### src/rtl/uart_irq_pkg.sv
`timescale 1ns/1ps
package uart_irq_pkg;

  localparam logic [11:0] OFS_EN_SET = 12'h008;
  localparam logic [11:0] OFS_EN_CLR = 12'h00C;
  localparam logic [11:0] OFS_EN_RD  = 12'h010;
  localparam logic [11:0] OFS_PEND   = 12'h014;
  localparam logic [11:0] OFS_LIVE   = 12'h02C;

  // event lines visible at the live-level address
  localparam int unsigned EVB_RX_TRIG  = 0;
  localparam int unsigned EVB_RX_EMPTY = 1;
  localparam int unsigned EVB_TX_EMPTY = 3;
  localparam int unsigned EVB_TX_FULL  = 4;

  typedef enum logic [2:0] {
    SEL_NONE,
    SEL_EN_SET,
    SEL_EN_CLR,
    SEL_EN_RD,
    SEL_PEND,
    SEL_LIVE
  } reg_sel_e;

endpackage

### src/rtl/uart_irq_decode.sv
`timescale 1ns/1ps
module uart_irq_decode
  import uart_irq_pkg::*;
#(
  parameter int unsigned AW = 12
) (
  input  logic [AW-1:0] addr_i,
  output reg_sel_e      sel_o
);

  always_comb begin
    sel_o = SEL_NONE;
    if      (addr_i == AW'(OFS_EN_SET)) sel_o = SEL_EN_SET;
    else if (addr_i == AW'(OFS_EN_CLR)) sel_o = SEL_EN_CLR;
    else if (addr_i == AW'(OFS_EN_RD))  sel_o = SEL_EN_RD;
    else if (addr_i == AW'(OFS_PEND))   sel_o = SEL_PEND;
    else if (addr_i == AW'(OFS_LIVE))   sel_o = SEL_LIVE;
  end

endmodule

### src/rtl/uart_irq_enable.sv
`timescale 1ns/1ps
module uart_irq_enable #(
  parameter int unsigned NSRC = 13
) (
  input  logic            clk,
  input  logic            rst_n,
  input  logic            set_stb_i,
  input  logic            clr_stb_i,
  input  logic [NSRC-1:0] wbits_i,
  output logic [NSRC-1:0] en_o
);

  logic [NSRC-1:0] en_q;
  logic [NSRC-1:0] en_d;
  logic            en_upd;

  always_comb begin
    en_d = en_q;
    if (set_stb_i) en_d = en_d | wbits_i;
    if (clr_stb_i) en_d = en_d & ~wbits_i;
  end

  assign en_upd = set_stb_i | clr_stb_i;

  always_ff @(posedge clk or negedge rst_n) begin
    if (!rst_n)      en_q <= '0;
    else if (en_upd) en_q <= en_d;
  end

  assign en_o = en_q;

  AST_EN_SET: assert property (@(posedge clk) disable iff (!rst_n)
    set_stb_i |=> ((en_o & $past(wbits_i)) == $past(wbits_i)));
  AST_EN_CLR: assert property (@(posedge clk) disable iff (!rst_n)
    clr_stb_i |=> ((en_o & $past(wbits_i)) == '0));
  AST_EN_HOLD: assert property (@(posedge clk) disable iff (!rst_n)
    (!set_stb_i && !clr_stb_i) |=> $stable(en_o));

endmodule

### src/rtl/uart_irq_pending.sv
`timescale 1ns/1ps
module uart_irq_pending #(
  parameter int unsigned NSRC = 13
) (
  input  logic            clk,
  input  logic            rst_n,
  input  logic            clr_stb_i,
  input  logic [NSRC-1:0] wbits_i,
  input  logic [NSRC-1:0] evt_i,
  output logic [NSRC-1:0] pend_o
);

  logic [NSRC-1:0] pend_q;
  logic [NSRC-1:0] pend_d;
  logic [NSRC-1:0] clr_bits;
  logic            pend_upd;

  assign clr_bits = clr_stb_i ? wbits_i : '0;

  // an arriving event overrides a clear of the same bit
  always_comb begin
    pend_d = (pend_q & ~clr_bits) | evt_i;
  end

  assign pend_upd = clr_stb_i | (|evt_i);

  always_ff @(posedge clk or negedge rst_n) begin
    if (!rst_n)        pend_q <= '0;
    else if (pend_upd) pend_q <= pend_d;
  end

  assign pend_o = pend_q;

  AST_PEND_CATCH: assert property (@(posedge clk) disable iff (!rst_n)
    (|evt_i) |=> ((pend_o & $past(evt_i)) == $past(evt_i)));
  AST_PEND_STICKY: assert property (@(posedge clk) disable iff (!rst_n)
    !clr_stb_i |=> ((pend_o & $past(pend_o)) == $past(pend_o)));
  AST_PEND_CLEAR: assert property (@(posedge clk) disable iff (!rst_n)
    (clr_stb_i && evt_i == '0) |=> ((pend_o & $past(wbits_i)) == '0));

endmodule

### src/rtl/uart_irq_ctrl.sv
`timescale 1ns/1ps
module uart_irq_ctrl
  import uart_irq_pkg::*;
#(
  parameter int unsigned AW   = 12,
  parameter int unsigned DW   = 32,
  parameter int unsigned NSRC = 13
) (
  input  logic            clk,
  input  logic            rst_n,
  input  logic            wr_en_i,
  input  logic [AW-1:0]   addr_i,
  input  logic [DW-1:0]   wdata_i,
  output logic [DW-1:0]   rdata_o,
  input  logic [NSRC-1:0] evt_i,
  output logic            irq_o
);

  localparam logic [NSRC-1:0] LIVE_SEL = NSRC'((1 << EVB_RX_TRIG) | (1 << EVB_RX_EMPTY) |
                                               (1 << EVB_TX_EMPTY) | (1 << EVB_TX_FULL));

  logic [1:0]      rst_sync_q;
  logic            rst_int_n;
  reg_sel_e        sel;
  logic [NSRC-1:0] wbits;
  logic            set_stb;
  logic            clr_stb;
  logic            pclr_stb;
  logic [NSRC-1:0] en_vec;
  logic [NSRC-1:0] pend_vec;
  logic [NSRC-1:0] rd_bits;
  logic            irq_d;
  logic            irq_q;

  // asynchronous assert, synchronous release
  always_ff @(posedge clk or negedge rst_n) begin
    if (!rst_n) rst_sync_q <= 2'b00;
    else        rst_sync_q <= {rst_sync_q[0], 1'b1};
  end
  assign rst_int_n = rst_sync_q[1];

  uart_irq_decode #(.AW(AW)) i_decode (
    .addr_i (addr_i),
    .sel_o  (sel)
  );

  assign wbits    = wdata_i[NSRC-1:0];
  assign set_stb  = wr_en_i && (sel == SEL_EN_SET);
  assign clr_stb  = wr_en_i && (sel == SEL_EN_CLR);
  assign pclr_stb = wr_en_i && (sel == SEL_PEND);

  generate
    if (DW > NSRC) begin : g_hi
      logic unused_wdata_hi;
      assign unused_wdata_hi = ^wdata_i[DW-1:NSRC];
      assign rdata_o = {{(DW-NSRC){1'b0}}, rd_bits};
      AST_READ_HI_ZERO: assert property (@(posedge clk) disable iff (!rst_int_n)
        rdata_o[DW-1:NSRC] == '0);
    end else begin : g_flat
      assign rdata_o = DW'(rd_bits);
    end
  endgenerate

  uart_irq_enable #(.NSRC(NSRC)) i_enable (
    .clk       (clk),
    .rst_n     (rst_int_n),
    .set_stb_i (set_stb),
    .clr_stb_i (clr_stb),
    .wbits_i   (wbits),
    .en_o      (en_vec)
  );

  uart_irq_pending #(.NSRC(NSRC)) i_pending (
    .clk       (clk),
    .rst_n     (rst_int_n),
    .clr_stb_i (pclr_stb),
    .wbits_i   (wbits),
    .evt_i     (evt_i),
    .pend_o    (pend_vec)
  );

  always_comb begin
    case (sel)
      SEL_EN_RD: rd_bits = en_vec;
      SEL_PEND:  rd_bits = pend_vec;
      SEL_LIVE:  rd_bits = evt_i & LIVE_SEL;
      default:   rd_bits = '0;
    endcase
  end

  assign irq_d = |(pend_vec & en_vec);

  always_ff @(posedge clk or negedge rst_int_n) begin
    if (!rst_int_n) irq_q <= 1'b0;
    else            irq_q <= irq_d;
  end

  assign irq_o = irq_q;

  AST_IRQ_RISE: assert property (@(posedge clk) disable iff (!rst_int_n)
    (|(pend_vec & en_vec)) |=> irq_o);
  AST_IRQ_FALL: assert property (@(posedge clk) disable iff (!rst_int_n)
    !(|(pend_vec & en_vec)) |=> !irq_o);
  AST_WRITE_ONLY_ZERO: assert property (@(posedge clk) disable iff (!rst_int_n)
    (sel == SEL_EN_SET || sel == SEL_EN_CLR) |-> (rdata_o == '0));

endmodule

### config.mk
export PLATFORM = sky130hd
export DESIGN_NAME = uart_irq_ctrl
export DESIGN_NICKNAME = d
export VERILOG_FILES = /design/src/rtl/uart_irq_pkg.sv /design/src/rtl/uart_irq_decode.sv /design/src/rtl/uart_irq_enable.sv /design/src/rtl/uart_irq_pending.sv /design/src/rtl/uart_irq_ctrl.sv
export SDC_FILE = /design/constraint.sdc
export NUM_CORES = 1
export LEC_CHECK = 0
export BUFFER_PORTS_ARGS = -buffer_cell sky130_fd_sc_hd__buf_4
export CORE_MARGIN = 2
export CORE_UTILIZATION = 37
export DETAILED_ROUTE_END_ITERATION = 6
export GPL_TIMING_DRIVEN = 0
export PLACE_DENSITY_LB_ADDON = 0.15
export SLEW_MARGIN = 0
export SYNTH_ARGS = -nofsm -noshare
export SYNTH_HDL_FRONTEND = slang
export SYNTH_SLANG_ARGS = --single-unit
### constraint.sdc
create_clock -name clk -period 1.3 [get_ports clk]
set_input_delay 0.13 -clock clk [delete_from_list [all_inputs] [get_ports clk]]
set_output_delay 0.13 -clock clk [all_outputs]
set_load 0.05 [all_outputs]
---- Word level (Yosys, flattened, before mapping) ----
Cells that the tools add are included.
W data, S select, Z words.
storage, ports and cells
  register bits ........................... 29
  latch bits .............................. 0
  RAM bits ................................ 0
  memory bits (read-only) ................. 0
  input port bits ......................... 60
  word-level logic and storage cells ...... 37
  memories ................................ 0
cells by class
  $add $sub $neg .......................... 0
  multipliers ............................. 0
  divide/modulo/power cells ............... 0
  order comparisons ....................... 0
  eq/ne operators ......................... 10
  shift operators ......................... 0
  muxes and demuxes ....................... 9
  bitwise gates (word level) .............. 9
  reductions and logical operators ........ 5
operator list
  cell                   number
  $and A13 B13 Y13       3
  $mux W13               3
  $pmux W13 S3           1
  $not A13 Y13           2
  $or A13 B13 Y13        2
  $reduce_or A13 Y1      2
  $eq A12 B4 Y1 const B  2
  $eq A12 B5 Y1 const B  2
  $mux W3                5
  $eq A12 B6 Y1 const B  1
  $eq A3 B2 Y1 const B   2
  $eq A3 B3 Y1 const B   2
  $eq A3 B1 Y1 const B   1
  $logic_and A1 B1 Y1    3
  $or A1 B1 Y1           2

---- Depth between registers and ports, before layout ----
  depth in word-level cells ............... 12
  gate-level depth with buffers ........... 4
  mapped depth without buffers ............ 3

---- Cells and area by module ----
Synthesis repeated with hierarchy kept, for this count alone.
second synthesis, totals
  cells, all modules ...................... 155
  area total of the unflattened synthesis .. 1612.8 sq um
by module, submodules not included
  module            times used  cells an instance  area an instance (sq um)
  uart_irq_ctrl     1           58                 539.3
  uart_irq_pending  1           40                 483.0
  uart_irq_enable   1           41                 471.7
  uart_irq_decode   1           16                 118.9

---- Least setup slack after synthesis ----
OpenSTA, ideal clock, no wires.
  path kind ............................... input -> output
  start point ............................. input addr_i[2]
  end point ............................... output rdata_o[0]
  arrival time ............................ 1.645 ns
  data required time ...................... 1.170 ns
  setup slack ............................. -0.475 ns
  stages .................................. 4
  cells stage by stage .................... buf_2 nor4bb_1 nand3_1 a21oi_1
between the ends
  cells in the longest elaborated chain, start to end .. 8
RTL lines
  element                                       RTL line               RTL
  from (decl)                                   uart_irq_ctrl.sv:12    input logic [AW-1:0] addr_i,
  $eq A12 B6 Y1                                 uart_irq_decode.sv:17  else if (addr_i == AW'(OFS_LIVE)) sel_o = SEL_LIVE;
  $mux W3                                       uart_irq_decode.sv:17
  $mux W3                                       uart_irq_decode.sv:16  else if (addr_i == AW'(OFS_PEND)) sel_o = SEL_PEND;
  $mux W3                                       uart_irq_decode.sv:15  else if (addr_i == AW'(OFS_EN_RD)) sel_o = SEL_EN_RD;
  $mux W3                                       uart_irq_decode.sv:14  else if (addr_i == AW'(OFS_EN_CLR)) sel_o = SEL_EN_CLR;
  $mux W3 *                                     uart_irq_decode.sv:13  if (addr_i == AW'(OFS_EN_SET)) sel_o = SEL_EN_SET;
  $eq A3 B3 Y1 or $eq A3 B2 Y1 (tied branches)  uart_irq_ctrl.sv:83    case (sel)
  $pmux W13 S3 *                                uart_irq_ctrl.sv:83
  to (decl)                                     uart_irq_ctrl.sv:14    output logic [DW-1:0] rdata_o,
Mark *: on every way between the ends. The rest lies on a longest branch, timed or not.

---- Worst setup path in the final report ----
  start point ............................. input addr_i[0]
  end point ............................... output rdata_o[12]
Same word-level chain as after synthesis.

==> metrics <==
family of cells with the greatest summed delay on the critical path buffers and inverters; Starting Density 0.383; Yosys top cell by area sky130_fd_sc_hd__dfrtp_1; Pwr Density 698 nW/um2; Yosys Warn Count 0; non-filler cells, final 364; CTS Root Cell sky130_fd_sc_hd__clkbuf_8; R2R cell count 4; GRT Total Usage 0.197; worst skew pair latency 0.28 ns; worst flop-to-flop path startpoint i_pending.pend_o[1]$_DFFE_PN0P_; P&R area growth vs syn 58.3%; commonest non-fill, non-tap cells in the layout sky130_fd_sc_hd__buf_4, sky130_fd_sc_hd__dfrtp_1, sky130_fd_sc_hd__mux2i_1; endpoint of the worst-slack reg-to-reg timing path irq_o$_DFF_PN0_; startpoint-to-endpoint class of the critical path input port to primary output; cell repeated most along the worst path sky130_fd_sc_hd__buf_6; overall routed net length 5600 um; overall die width 76.5 um; sequential area share after synthesis 0.373; number of max-cap violations 0; share of the cycle needed by the critical path after routing 1.10; vias per cell 4.89; global-route wire length before repair 9080 um; type of origin of the critical path input port; crit path cell chain buf_6 > nor4_4 > buf_6 > nand4_4 > clkbuf_16 > nor2_4 > buf_6; r2r setup slk -0.01 ns; number of buffers and inverters on the critical path 4; initial antenna violation count 0; number of clock buffers inserted by TritonCTS 5; number of different library cells in the post-synthesis netlist 32; Worst-Margin Slew 0.596 ns; fin. max-slew vios 0; number of standard cells after synthesis 190; Worst Hold Margin 0.0824 ns; number of global-route vias before repair 1684; Required @ worst endpoint 1.17 ns; number of I/O pins 93; net total in the final layout 354; average detailed-routed wire length per instance 15.4 um; Core Util, Final 0.606; Yosys top cell area share 0.373; pin count of the biggest net entering global routing 28; share of post-route cells with drive strength above 1 0.483; total half-perimeter wirelength after legalization and detailed placement 3680 um; number of placement rows 26; Slew Limit Headroom 0.603; Mean Syn Cell Area 10.2 um2; slowest cell on the critical path sky130_fd_sc_hd__nor4_4; Worst Setup End Kind primary output; worst supply voltage drop on vdd 521 uV; grt ovf 0; most common cell after layout, fill and taps aside sky130_fd_sc_hd__buf_4; Crit Path Max Fanout 4; Max Root-Sink Buffers 2; Antenna diodes 0; number of endpoints failing setup at the final stage 24; count of input and output buffers 53; startpoint of the most critical hold path evt_i[11]; standard cell core area 5070 um2; number of violations reported at the end of detailed-routing iteration 0 49; Sink Count 29; final hold vios 0; DIE AREA 5850 um2; violated checks setup timing; clock tree from TritonCTS done; endpoint of the worst hold-timing path i_pending.pend_o[11]$_DFFE_PN0P_; final worst path period need 1.42 ns; number of H-tree levels 2; Final WS setup -0.124 ns; clock-pin slew of the registers on the worst-case setup and hold paths 0.06 ns; placer's final routability congestion estimate 0.762; TritonRoute pass-1 iters 4; total via count in the routed design 1781; leak pwr 0.00149 uW; result of the run finished with violations; number of instances on the worst hold path 2; Syn Std Cell Area 1940 um2; placed cell count 331; largest incremental delay on the critical path 0.35 ns; maximum achievable frequency 0.702 GHz; RSZ-0062 raised after global routing yes; remaining number of nets flagged by the antenna check after routing 0; post-detailed-route DRC marker count 0; #FFs+latches synth 29; Post-Route Skew 0.00266 ns; Final Total Pwr 2150 uW; cell types occupying the most area after synthesis sky130_fd_sc_hd__dfrtp_1, sky130_fd_sc_hd__mux2i_1, sky130_fd_sc_hd__buf_4, sky130_fd_sc_hd__and4b_1, sky130_fd_sc_hd__o32a_1; vertical die dimension 76.5 um; worst min-delay path class input port to register; CP Data Arrival Time 1.29 ns
==> timing repair <==
item                                   4_1_cts  5_1_grt
endpoints found under the hold margin        2        0
cloned                                       1        1
pin swaps                                    3        8
resized for setup                           28       10
setup endpoints to repair                   26       52
buffers inserted                            10       13
hold buffers                                 1        0
==> per-layer routing <==
layer,vias up,GRT usage,share of wire
li1,885,-,-
met2,55,0.312,0.47
met5,-,0,0
met4,0,0.0436,0.0079
met3,5,0.0569,0.053
met1,836,0.267,0.47
==> cells in the mapped netlist <==
cell type                  instances
sky130_fd_sc_hd__nor2b_1           1
sky130_fd_sc_hd__buf_4            19
sky130_fd_sc_hd__and2b_1           1
sky130_fd_sc_hd__dfrtp_1          29
sky130_fd_sc_hd__nor3_4            1
sky130_fd_sc_hd__a222oi_1          1
sky130_fd_sc_hd__nor4bb_1          1
sky130_fd_sc_hd__a22oi_1           3
sky130_fd_sc_hd__buf_2             4
sky130_fd_sc_hd__a221oi_1          1
sky130_fd_sc_hd__nor2_1           10
sky130_fd_sc_hd__nand4_4           1
sky130_fd_sc_hd__buf_1             1
sky130_fd_sc_hd__nand3_4           1
sky130_fd_sc_hd__nand4_1          13
sky130_fd_sc_hd__clkbuf_1          4
sky130_fd_sc_hd__o32a_1           13
sky130_fd_sc_hd__nor4_4            1
sky130_fd_sc_hd__a22o_1            1
sky130_fd_sc_hd__buf_6             1
sky130_fd_sc_hd__mux2i_1          22
sky130_fd_sc_hd__nand2_2           1
sky130_fd_sc_hd__inv_1            13
sky130_fd_sc_hd__nand2b_1          9
sky130_fd_sc_hd__nand3_1           9
sky130_fd_sc_hd__mux2_2            4
sky130_fd_sc_hd__a21oi_1           4
sky130_fd_sc_hd__nand3b_1          4
sky130_fd_sc_hd__nand3_2           1
sky130_fd_sc_hd__conb_1            2
sky130_fd_sc_hd__and4b_1          13
sky130_fd_sc_hd__and3_1            1
==> final cells by class <==
| cell class | instances | area, um2 |
|---|---|---|
| Fill cell | 459 | 2000 |
| Inverter | 13 | 48.8 |
| Tap cell | 70 | 87.6 |
| Buffer | 29 | 215 |
| Multi-Input combinational cell | 138 | 1230 |
| Sequential cell | 29 | 727 |
| Clock buffer | 7 | 86.3 |
| Timing Repair Buffer | 78 | 682 |
==> metrics by stage <==
step                setup TNS, ns  cell area (um2)  setup WS, ns
floorplan                   -2.87             2140        -0.258
global placement           -13.20             2620        -0.630
detailed placement         -12.68             2620        -0.607
CTS                         -1.28             2920        -0.109
global route                -2.93             3080        -0.174
finish                      -1.52             3080        -0.124
==> logic make-up after synthesis <==
logic type / share of synthesized area
other: 0.00386
AOI/OAI and AO/OA: 0.103
buffers and inverters: 0.124
and+or+nand+nor: 0.259
muxes: 0.137
DFF: 0.373
==> power by group <==
| group | switching (uW) | internal [uW] |
|---|---|---|
| logic | 271 | 203 |
| clock network | 328 | 419 |
| registers | 17.7 | 908 |
| total | 616 | 1530 |
==> how the worst max path moves through the flow <==
stage                     startpoint  slack, ns     endpoint  cells after the start
final                      addr_i[0]      -0.12  rdata_o[12]                      7
after global placement     addr_i[9]      -0.63   rdata_o[6]                      6
after global routing       addr_i[0]      -0.17  rdata_o[11]                      7
after CTS                  addr_i[0]      -0.11   rdata_o[6]                      7
after floorplan            addr_i[9]      -0.26  rdata_o[10]                      4
after detailed placement   addr_i[9]      -0.61   rdata_o[6]                      6
(Power assumes the default switching activity.)
